### config.mk
export PLATFORM = sky130hd
export DESIGN_NAME = ecc_pend_status
export DESIGN_NICKNAME = d
export VERILOG_FILES = /design/src/rtl/ecc_pend_pkg.sv /design/src/rtl/pend_counter.sv /design/src/rtl/err_capture.sv /design/src/rtl/ecc_pend_status.sv
export SDC_FILE = /design/constraint.sdc
export NUM_CORES = 1
export LEC_CHECK = 0
export BUFFER_PORTS_ARGS = -buffer_cell sky130_fd_sc_hd__buf_4
export CAP_MARGIN = 10
export CORE_MARGIN = 4
export CORE_UTILIZATION = 46
export DETAILED_ROUTE_END_ITERATION = 16
export PLACE_DENSITY = 0.8
export SLEW_MARGIN = 20
export SYNTH_ARGS = -nofsm -noshare
export SYNTH_HDL_FRONTEND = slang
export SYNTH_HIERARCHICAL = 1
export SYNTH_SLANG_ARGS = --single-unit
### constraint.sdc
create_clock -name clk -period 2.76 [get_ports clk]
set_clock_uncertainty 0.1 [all_clocks]
set_input_delay 0.138 -clock clk [delete_from_list [all_inputs] [get_ports clk]]
set_output_delay 0.138 -clock clk [all_outputs]
set_load 0.1 [all_outputs]
### src/rtl/ecc_pend_pkg.sv
package ecc_pend_pkg;
  localparam int NUM_CLASS = 4;

  // Net change applied once, then clamped to [0, max_val]
  function automatic int sat_step(input int cur, input int hw_inc,
                                  input int add_v, input int sub_v,
                                  input int max_val);
    int net;
    net = cur + hw_inc + add_v - sub_v;
    if (net > max_val) net = max_val;
    else if (net < 0) net = 0;
    return net;
  endfunction
endpackage

### src/rtl/pend_counter.sv
module pend_counter #(
  parameter int CNT_W = 2
) (
  input  logic             clk,
  input  logic             rst_n,
  input  logic             hw_inc,
  input  logic             wr_en,
  input  logic [CNT_W-1:0] add_val,
  input  logic [CNT_W-1:0] sub_val,
  output logic [CNT_W-1:0] cnt_q,
  output logic             nonzero
);
  import ecc_pend_pkg::*;
  localparam int CNT_MAX = (1 << CNT_W) - 1;

  logic [CNT_W-1:0] add_eff, sub_eff, cnt_d;

  assign add_eff = wr_en ? add_val : '0;
  assign sub_eff = wr_en ? sub_val : '0;

  always_comb begin
    cnt_d = CNT_W'(sat_step(int'(cnt_q), int'(hw_inc), int'(add_eff),
                            int'(sub_eff), CNT_MAX));
  end

  always_ff @(posedge clk or negedge rst_n) begin
    if (!rst_n) cnt_q <= '0;
    else        cnt_q <= cnt_d;
  end

  assign nonzero = |cnt_q;
endmodule

### src/rtl/err_capture.sv
module err_capture #(
  parameter int INFO_W = 16
) (
  input  logic              clk,
  input  logic              rst_n,
  input  logic              load,
  input  logic [INFO_W-1:0] group_in,
  input  logic [INFO_W-1:0] type_in,
  input  logic [INFO_W-1:0] bit_in,
  output logic [INFO_W-1:0] group_q,
  output logic [INFO_W-1:0] type_q,
  output logic [INFO_W-1:0] bit_q
);
  always_ff @(posedge clk or negedge rst_n) begin
    if (!rst_n) begin
      group_q <= '0;
      type_q  <= '0;
      bit_q   <= '0;
    end else if (load) begin
      group_q <= group_in;
      type_q  <= type_in;
      bit_q   <= bit_in;
    end
  end
endmodule

### src/rtl/ecc_pend_status.sv
module ecc_pend_status #(
  parameter int NUM_CLASS = ecc_pend_pkg::NUM_CLASS,
  parameter int CNT_W     = 2,
  parameter int INFO_W    = 16,
  localparam int HALF_W   = NUM_CLASS * CNT_W,
  localparam int REG_W    = 2 * HALF_W
) (
  input  logic                 clk,
  input  logic                 rst_n,
  input  logic [NUM_CLASS-1:0] evt_hit,
  input  logic [INFO_W-1:0]    evt_group,
  input  logic [INFO_W-1:0]    evt_type,
  input  logic [INFO_W-1:0]    evt_bit,
  input  logic                 wr_en,
  input  logic [REG_W-1:0]     wr_data,
  output logic [REG_W-1:0]     rd_status,
  output logic [INFO_W-1:0]    err_group,
  output logic [INFO_W-1:0]    err_type,
  output logic [INFO_W-1:0]    err_bit,
  output logic                 irq
);
  logic [NUM_CLASS-1:0] cls_nonzero;
  logic [HALF_W-1:0]    counts;
  logic                 any_evt;

  for (genvar k = 0; k < NUM_CLASS; k++) begin : g_cls
    pend_counter #(.CNT_W(CNT_W)) u_cnt (
      .clk     (clk),
      .rst_n   (rst_n),
      .hw_inc  (evt_hit[k]),
      .wr_en   (wr_en),
      .add_val (wr_data[k*CNT_W +: CNT_W]),
      .sub_val (wr_data[HALF_W + k*CNT_W +: CNT_W]),
      .cnt_q   (counts[k*CNT_W +: CNT_W]),
      .nonzero (cls_nonzero[k])
    );
  end

  assign any_evt = |evt_hit;

  err_capture #(.INFO_W(INFO_W)) u_cap (
    .clk      (clk),
    .rst_n    (rst_n),
    .load     (any_evt),
    .group_in (evt_group),
    .type_in  (evt_type),
    .bit_in   (evt_bit),
    .group_q  (err_group),
    .type_q   (err_type),
    .bit_q    (err_bit)
  );

  assign rd_status = {counts, counts};
  assign irq       = |cls_nonzero;
endmodule

==> metrics.sh, run 1 <==
GRT_PASS1_VIAS=2390
DRT_FIRST_PASS_ITERS=4
CORE.ROWCOUNT=28
VIASPERCELL=4.82
GRT_START_MAX_NET_PINS=57
POWER_DENSITY_NORMALIZED_TO_CELL_AREA_mW_PER_MM2=797
IRDROPWORSTVDD_uV=976
WORST_SETUP_PATH_END_KIND='flip-flop'
WORSTSETUPPATHTYPE='reg2reg'
GRT_SETUP_UNREPAIRED='false'
WORSTSETUPSTARTPOINTTYPE='flip-flop'
SYNTH_WARNINGS=6
ANTENNA_FOUND_INITIAL=0
MAXSLEWHEADROOM_PCT=53.0
COMBINATIONALPOWERSHARE_PCT=59.5
SYNTH.DISTINCT_CELLS=15
ANTENNA_CELLS=0
MAPPEDNETLISTAREA_MM2=0.00280
INTERNAL_POWER_mW=1.68
DIE_AREA_MM2=0.00740
START_UTIL_PCT=47.3
FIRST_ITER_VIOLATIONS=70
CLOCK_SINKS=56
POST_CTS.RESIZED_INSTANCES=0
FINALCOREUTILIZATION_PCT=74.3
LAYOUT_COMMON_CELLS='buf_4, dfrtp_1, dlygate4sd3_1, mux2_2'
CLOCK_LATENCY_NS=0.29
CRIT_SLOWEST_CELL='fa_1'
HOLD_VIOLATIONS=0
CTS_HOLD_BUFFERS=49
GROUTE.USAGE.OVERALL_PCT=21.7
GP_CONGESTION=0.903
AVGSYNTHCELLAREA_UM2=14.1
CRITICAL_PATH_PEAK_FANOUT=3
TOTAL_SWITCHING_POWER_mW=1.83
RUN_STATUS='completed'
ACHIEVABLE-FREQUENCY_MHz=452
POWER.SHARE.CLOCK_PCT=12.4
DRT_DRC_VIOLATIONS_LEFT=0
FINALCRITICALPERIOD_NS=2.21
FINAL_CELLS=455
CRITICAL-PATH-MAX-STAGE-DELAY_NS=0.44
TRITONCTS_BUFFERS=5
NETS=474
MAX_CAP_VIOLATIONS=0
YS_SEQ_AREA_SHARE_PCT=50.0
DPL.CELL_COUNT=398
DIE_WIDTH_UM=86.0
ROUTE.VIAS.TOTAL=2191
SYNTH_TO_FINAL_AREA_CHANGE_PCT=57.1
CLOCK_TREE.BUFFER_DEPTH=2
ROUTEDWLPERCELL_UM=16.8
NETSWITCHINGFRACTION_PCT=52.2
LEAKAGE_nW=2.21
FILLERINSTANCES=378
CTS_ROOT_BUF='clkbuf_8'
LAYOUT-DRIVE-GT1-SHARE_PCT=51.1
PLACE.DETAILED.HPWL_UM=5040
IO_PINS=136
SETUP_TNS_FINAL_NS=0
SYNTHCELLS=199
OVERFLOW=0
DRT-TOTAL-WL_UM=7640
DIE_Y_UM=86.0
ANT_NETS=0
TIGHTEST_SLEW_NS=0.705
PERIOD_SHARE_PCT=80.2
YS_FF_LATCH=56
FINAL_MAX_SLEW_VIOL_COUNT=0
TIMING.CRITICAL_PATH.ARRIVAL_NS=2.34
TRITONCTS_CLOCK_TREE='yes'
CP.REQUIRED_NS=2.88
POST_CTS_CLOCK_SLEW_AT_THE_LAUNCH_AND_CAPTURE_REGISTERS_OF_THE_WORST_SETUP_AND_HOLD_PATHS_NS=0.10
CTS-HTREE-LEVELS=2
BUFFER_PORTS.INSERTED=135
POSTCTS_SETUP_BUFS=0
HOLD_PATH_CLASS='in2reg'
LAYOUT_COMMONEST_CELL='buf_4'
FINAL-SETUP-VIOL-COUNT=0
CRIT_PATH_CELL_TRACE='inv_1, ha_1, fa_1, fa_1, ha_1, a31oi_1'
SYN_NETS=294
SEQUENTIAL_GROUP_SHARE_OF_TOTAL_POWER_PCT=28.2
CORE-AREA_MM2=0.00592
GRT_PASS1_WL_UM=12300
area by class of cell:
cell class                      count  area (µm²)  area share (%)
Sequential cell                    56        1400            31.9
Tap cell                           75        93.8            2.13
Clock inverter                      2        16.3           0.370
Timing Repair Buffer              186        1520            34.5
Multi-Input combinational cell    110        1220            27.8
Clock buffer                        6        72.6            1.65
Inverter                           20        75.1            1.71
stage by stage:
| stage | hold WS (ns) | worst slack [ns] | instance area (µm²) | power [mW] |
|---|---|---|---|---|
| 3_5_place_dp | 0.138 | 0.536 | 3820 | 3.02 |
| 5_1_grt | 0.201 | 0.406 | 4400 | 3.70 |
| 6_report | 0.192 | 0.546 | 4400 | 3.51 |
| 4_1_cts | 0.179 | 0.553 | 4400 | 3.53 |
| 3_3_place_gp | 0.131 | 0.604 | 3820 | 2.97 |
| 2_1_floorplan | -0.258 | 0.00493 | 2800 | 2.61 |
registers in the layout, indices dropped and copies added (netlist names):
| signal | count |
|---|---|
| u_cap/bit_q | 16 |
| u_cap/group_q | 16 |
| u_cap/type_q | 16 |
| g_cls.u_cnt/cnt_q | 8 |
final timing paths:
kind / endpoint / startpoint / slack [ns] / cells past startpoint
max in group asynchronous: g_cls[1].u_cnt/cnt_q[0]$_DFF_PN0_ / rst_n / 1.71 / 2
max: g_cls[3].u_cnt/cnt_q[1]$_DFF_PN0_ / g_cls[3].u_cnt/cnt_q[0]$_DFF_PN0_ / 0.55 / 6
min in group asynchronous: u_cap/group_q[5]$_DFFE_PN0P_ / rst_n / 0.34 / 2
min: g_cls[3].u_cnt/cnt_q[0]$_DFF_PN0_ / wr_data[6] / 0.19 / 4
min reg2reg: u_cap/type_q[3]$_DFFE_PN0P_ / u_cap/type_q[3]$_DFFE_PN0P_ / 0.42 / 1
max reg2reg: g_cls[3].u_cnt/cnt_q[1]$_DFF_PN0_ / g_cls[3].u_cnt/cnt_q[0]$_DFF_PN0_ / 0.55 / 6
Yosys cell counts (all sizes together):
library cell / instances / share of area [%]
dfrtp: 56 / 50
inv: 20 / 2.7
nand2: 12 / 1.6
mux2: 48 / 22
buf: 13 / 3.7
or4: 2 / 0.54
a31oi: 8 / 1.8
fa: 12 / 8.6
and2: 8 / 1.8
nand3b: 4 / 1.1
ha: 12 / 5.4
nand2b: 4 / 0.89
power groups by stage:
stage | combinational [mW] | clock [mW] | sequential, mW
6_report | 2.09 | 0.433 | 0.988
5_1_grt | 2.21 | 0.485 | 1.01
4_1_cts | 2.08 | 0.456 | 0.985
3_5_place_dp | 2.02 | 0 | 1.00
3_3_place_gp | 1.97 | 0 | 0.997
2_1_floorplan | 0.909 | 0 | 1.70
cell families after synthesis:
| kind of cell | after synthesis | synth area share, % |
|---|---|---|
| flip-flops | 56 | 50.0 |
| multiplexers | 48 | 22.0 |
| buffers and inverters | 33 | 6.39 |
| AND/OR/NAND/NOR | 30 | 5.90 |
| adder cells (fa/ha/maj) | 24 | 13.9 |
| AO/OA/AOI/OAI | 8 | 1.79 |
per-layer routing:
layer	up-vias	track usage (%)	wire length, µm
met2	107	36.7	3750
met1	1063	27.3	3060
li1	1014	-	-
met5	-	0	0
met3	7	6.92	755
met4	0	4.75	77
critical path: cells and delay by family, from the launching register on:
kind / cells / cell delay (ns)
AOI/OAI and AO/OA: 1 / 0.15
adders and majority gates: 4 / 1.46
buffers and inverters: 1 / 0.06
DFF: 1 / 0.37
(Power assumes the default switching activity.)
==> inputs of run 2 (changes only) <==
--- a/config.mk
+++ b/config.mk
@@ -8,9 +8,9 @@
 export BUFFER_PORTS_ARGS = -buffer_cell sky130_fd_sc_hd__buf_4
 export CAP_MARGIN = 10
 export CORE_MARGIN = 4
-export CORE_UTILIZATION = 46
+export CORE_UTILIZATION = 42
 export DETAILED_ROUTE_END_ITERATION = 16
-export PLACE_DENSITY = 0.8
+export PLACE_DENSITY = 0.77
 export SLEW_MARGIN = 20
 export SYNTH_ARGS = -nofsm -noshare
 export SYNTH_HDL_FRONTEND = slang
==> constraint.sdc (replaced) <==
create_clock -name clk -period 1.85 [get_ports clk]
set_clock_uncertainty 0.1 [all_clocks]
set_input_delay 0.0925 -clock clk [delete_from_list [all_inputs] [get_ports clk]]
set_output_delay 0.0925 -clock clk [all_outputs]
set_load 0.1 [all_outputs]
==> run 2 against run 1 <==
Against the previous run: the run now ends with setup timing left; critical path depth unchanged; critical path type unchanged; die area up 8.6%; first-iteration DRC count down 17%; global-route usage down 2.0 points; sequential cell count unchanged; sequential share of layout area down 1.5 points; clock power up 54%; combinational power up 69%.
==> metrics.sh, run 2 (same netlist as run 1, synthesis figures left out) <==
PRECTSSETUPSLACK_NS=-0.216  # -0.752 ns
WORST-R2R-SETUP-SLACK_NS=-0.23  # -0.77 ns
TIMING.CRITICAL_PATH.ARRIVAL_NS=2.20  # -0.14 ns
ANTENNA_FOUND_INITIAL=0  # unchanged
TRITONCTS_BUFFERS=5  # unchanged
MET2_ROUTED_WL_UM=3730  # -0.56%
DRT_FIRST_PASS_ITERS=4  # unchanged
DIE_Y_UM=89.7  # +4.2%
ACHIEVABLE-FREQUENCY_MHz=482  # +6.6%
LEAKAGE_nW=2.27  # +2.3%
FINAL-SETUP-VIOL-COUNT=9  # +9
CRIT_PATH_CELL_TRACE='inv_4, ha_4, fa_2, fa_2, ha_4, a31oi_1'
GRT_SETUP_UNREPAIRED='true'
POWER_DENSITY_NORMALIZED_TO_CELL_AREA_mW_PER_MM2=1220  # +53%
DIE_AREA_MM2=0.00804  # +8.6%
CLOCK_SINKS=56  # unchanged
LAYOUT_COMMON_CELLS='buf_4, dlygate4sd3_1, dfrtp_1, mux2_2, mux2_4'
GRT_START_MAX_NET_PINS=57  # unchanged
WORSTREGTOREGCELLS=6  # unchanged
LAYOUT_COMMONEST_CELL='buf_4'
CRITICAL_PATH_PEAK_FANOUT=2  # -1
CORE.ROWCOUNT=29  # +3.6%
IO_PINS=136  # unchanged
CP.REQUIRED_NS=1.97  # -0.91 ns
POSTCTS_SETUP_BUFS=0  # unchanged
GRT_PASS1_VIAS=2458  # +2.8%
MIN_PATH_CELLS=4  # unchanged
BUFFER_PORTS.INSERTED=135  # unchanged
FINALCOREUTILIZATION_PCT=73.3  # -1.1 points
TIMING.HOLD.WORST.START='evt_hit[3]'
FILLERINSTANCES=409  # +8.2%
CLOCK_TREE.BUFFER_DEPTH=2  # unchanged
ROUTE.VIAS.TOTAL=2247  # +2.6%
MET3WIRELENGTH_UM=798  # +5.7%
HOLD_VIOLATIONS=0  # unchanged
CTS_ROOT_BUF='clkbuf_8'
CLOCK_LATENCY_NS=0.30  # about the same
CRITICAL_PATH.TOP_DELAY_FAMILY='adder cells'
SYNTH_TO_FINAL_AREA_CHANGE_PCT=68.0
CRIT_SLOWEST_CELL='dfrtp_4'
WORSTSETUPPATHTYPE='reg2reg'
CRITICAL-PATH-MAX-STAGE-DELAY_NS=0.50  # +0.06 ns
HOLD_PATH_CLASS='in2reg'
FINAL_AREA_MM2=0.00471  # +6.9%
FINAL_MAX_SLEW_VIOL_COUNT=0  # unchanged
MAX_CAP_VIOLATIONS=0  # unchanged
TIGHTEST_SLEW_NS=0.701  # -0.00358 ns
GP_CONGESTION=0.836  # -7.4%
ROUTEDWLPERCELL_UM=17.0  # +1.4%
DRT_DRC_VIOLATIONS_LEFT=0  # unchanged
SETUP_WS_NS=-0.226  # -0.772 ns
TOP_LAYER_USED='met4'
DIE_WIDTH_UM=89.7  # +4.2%
OVERFLOW=0  # unchanged
POSTPLACECELLAREA_MM2=0.00409  # +6.9%
FIRST_ITER_VIOLATIONS=58  # -17%
CTS-HTREE-LEVELS=2  # unchanged
PLACE.DETAILED.HPWL_UM=5500  # +9.2%
CORE-AREA_MM2=0.00642  # +8.5%
WORSTSETUPSTARTPOINTTYPE='flip-flop'
IRDROPWORSTVDD_uV=1130  # +16%
VIOLATIONS='setup timing'
HOLD_END='g_cls[3].u_cnt/cnt_q[0]$_DFF_PN0_'
HOLDWS_NS=0.187  # -0.00561 ns
POWER.TOTAL_mW=5.73  # +63%
GRT_PASS1_WL_UM=12000  # -1.7%
LEADING_REGISTERS_BY_FLOP_COUNT='u_cap/bit_q x16, u_cap/group_q x16, u_cap/type_q x16'
ANT_NETS=0  # unchanged
ANTENNA_CELLS=0  # unchanged
REG2REG_FROM='g_cls[3].u_cnt/cnt_q[0]$_DFF_PN0_'
VIASPERCELL=4.81  # about the same
REG2REG_TO='g_cls[3].u_cnt/cnt_q[0]$_DFF_PN0_'
GROUTE.USAGE.OVERALL_PCT=19.7  # -2.0 points
WORST_SETUP_PATH_END_KIND='flip-flop'
TRITONCTS_CLOCK_TREE='yes'
LAYOUT-DRIVE-GT1-SHARE_PCT=61.3  # +10 points
WORSTPATHBUFFERINVERTERCOUNT=1  # unchanged
POST_CTS_CLOCK_SLEW_AT_THE_LAUNCH_AND_CAPTURE_REGISTERS_OF_THE_WORST_SETUP_AND_HOLD_PATHS_NS=0.10  # about the same
DRT-TOTAL-WL_UM=7950  # +4.0%
NETS=484  # +2.1%
FINALCRITICALPERIOD_NS=2.08  # -0.138 ns
MAXSLEWHEADROOM_PCT=53.2  # +0.24 points
START_UTIL_PCT=43.6  # -3.7 points
DRT-MET1-WL_UM=3350  # +9.5%
PERIOD_SHARE_PCT=112  # +32 points
RUN_STATUS='finished, violations left'
## run 2: repair_timing
action                                  CTS  global route
endpoints found under the setup margin    9             9
pin swaps                                 5             1
resized for setup                         6             4
hold buffers                             49             0
hold endpoints to repair                104             0
## run 2: worst min-delay path, delay by kind of cell
| kind | cells | cell delay, ns |
|---|---|---|
| buf+inv | 2 | 0.19 |
| fa+ha+maj | 1 | 0.20 |
| compound gates | 1 | 0.08 |
## run 2: metal layers
metal | global-route usage (%) | vias up
li1 | - | 1038
met2 | 33.2 | 118
met1 | 25.6 | 1084
met5 | 0 | -
met3 | 5.02 | 7
met4 | 4.33 | 0
## run 2: worst max-delay path by stage
stage,from,to,slack [ns],cells past startpoint
floorplan,g_cls[0].u_cnt/cnt_q[0]$_DFF_PN0_,g_cls[0].u_cnt/cnt_q[0]$_DFF_PN0_,-0.33,6
global placement,g_cls[3].u_cnt/cnt_q[0]$_DFF_PN0_,g_cls[3].u_cnt/cnt_q[1]$_DFF_PN0_,-0.15,6
detailed placement,g_cls[3].u_cnt/cnt_q[0]$_DFF_PN0_,g_cls[3].u_cnt/cnt_q[0]$_DFF_PN0_,-0.22,6
CTS,g_cls[3].u_cnt/cnt_q[0]$_DFF_PN0_,g_cls[3].u_cnt/cnt_q[0]$_DFF_PN0_,-0.21,6
global route,g_cls[1].u_cnt/cnt_q[0]$_DFF_PN0_,g_cls[1].u_cnt/cnt_q[0]$_DFF_PN0_,-0.27,6
finish,g_cls[3].u_cnt/cnt_q[0]$_DFF_PN0_,g_cls[3].u_cnt/cnt_q[0]$_DFF_PN0_,-0.23,6
## run 2: power breakdown
| group | internal (mW) | switching [mW] | leakage (nW) |
|---|---|---|---|
| clock | 0.270 | 0.398 | 0.0445 |
| combinational | 1.14 | 2.39 | 1.58 |
| sequential | 1.42 | 0.110 | 0.641 |
| total | 2.83 | 2.90 | 2.27 |
## run 2: cell type report
| type | count | area, µm² | area share (%) |
|---|---|---|---|
| timing repair buffer | 196 | 1640 | 34.8 |
| clock inverter | 3 | 21.3 | 0.452 |
| tap | 77 | 96.3 | 2.05 |
| multi-input combinational | 110 | 1360 | 28.9 |
| sequential | 56 | 1430 | 30.4 |
| clock buffer | 5 | 68.8 | 1.46 |
| inverter | 20 | 90.1 | 1.91 |
## run 2: metrics by stage
step	std cells	TNS (ns)
2_1_floorplan	199	-2.61
3_3_place_gp	410	-1.21
3_5_place_dp	410	-1.57
4_1_cts	467	-1.57
5_1_grt	467	-2.10
6_report	467	-1.56
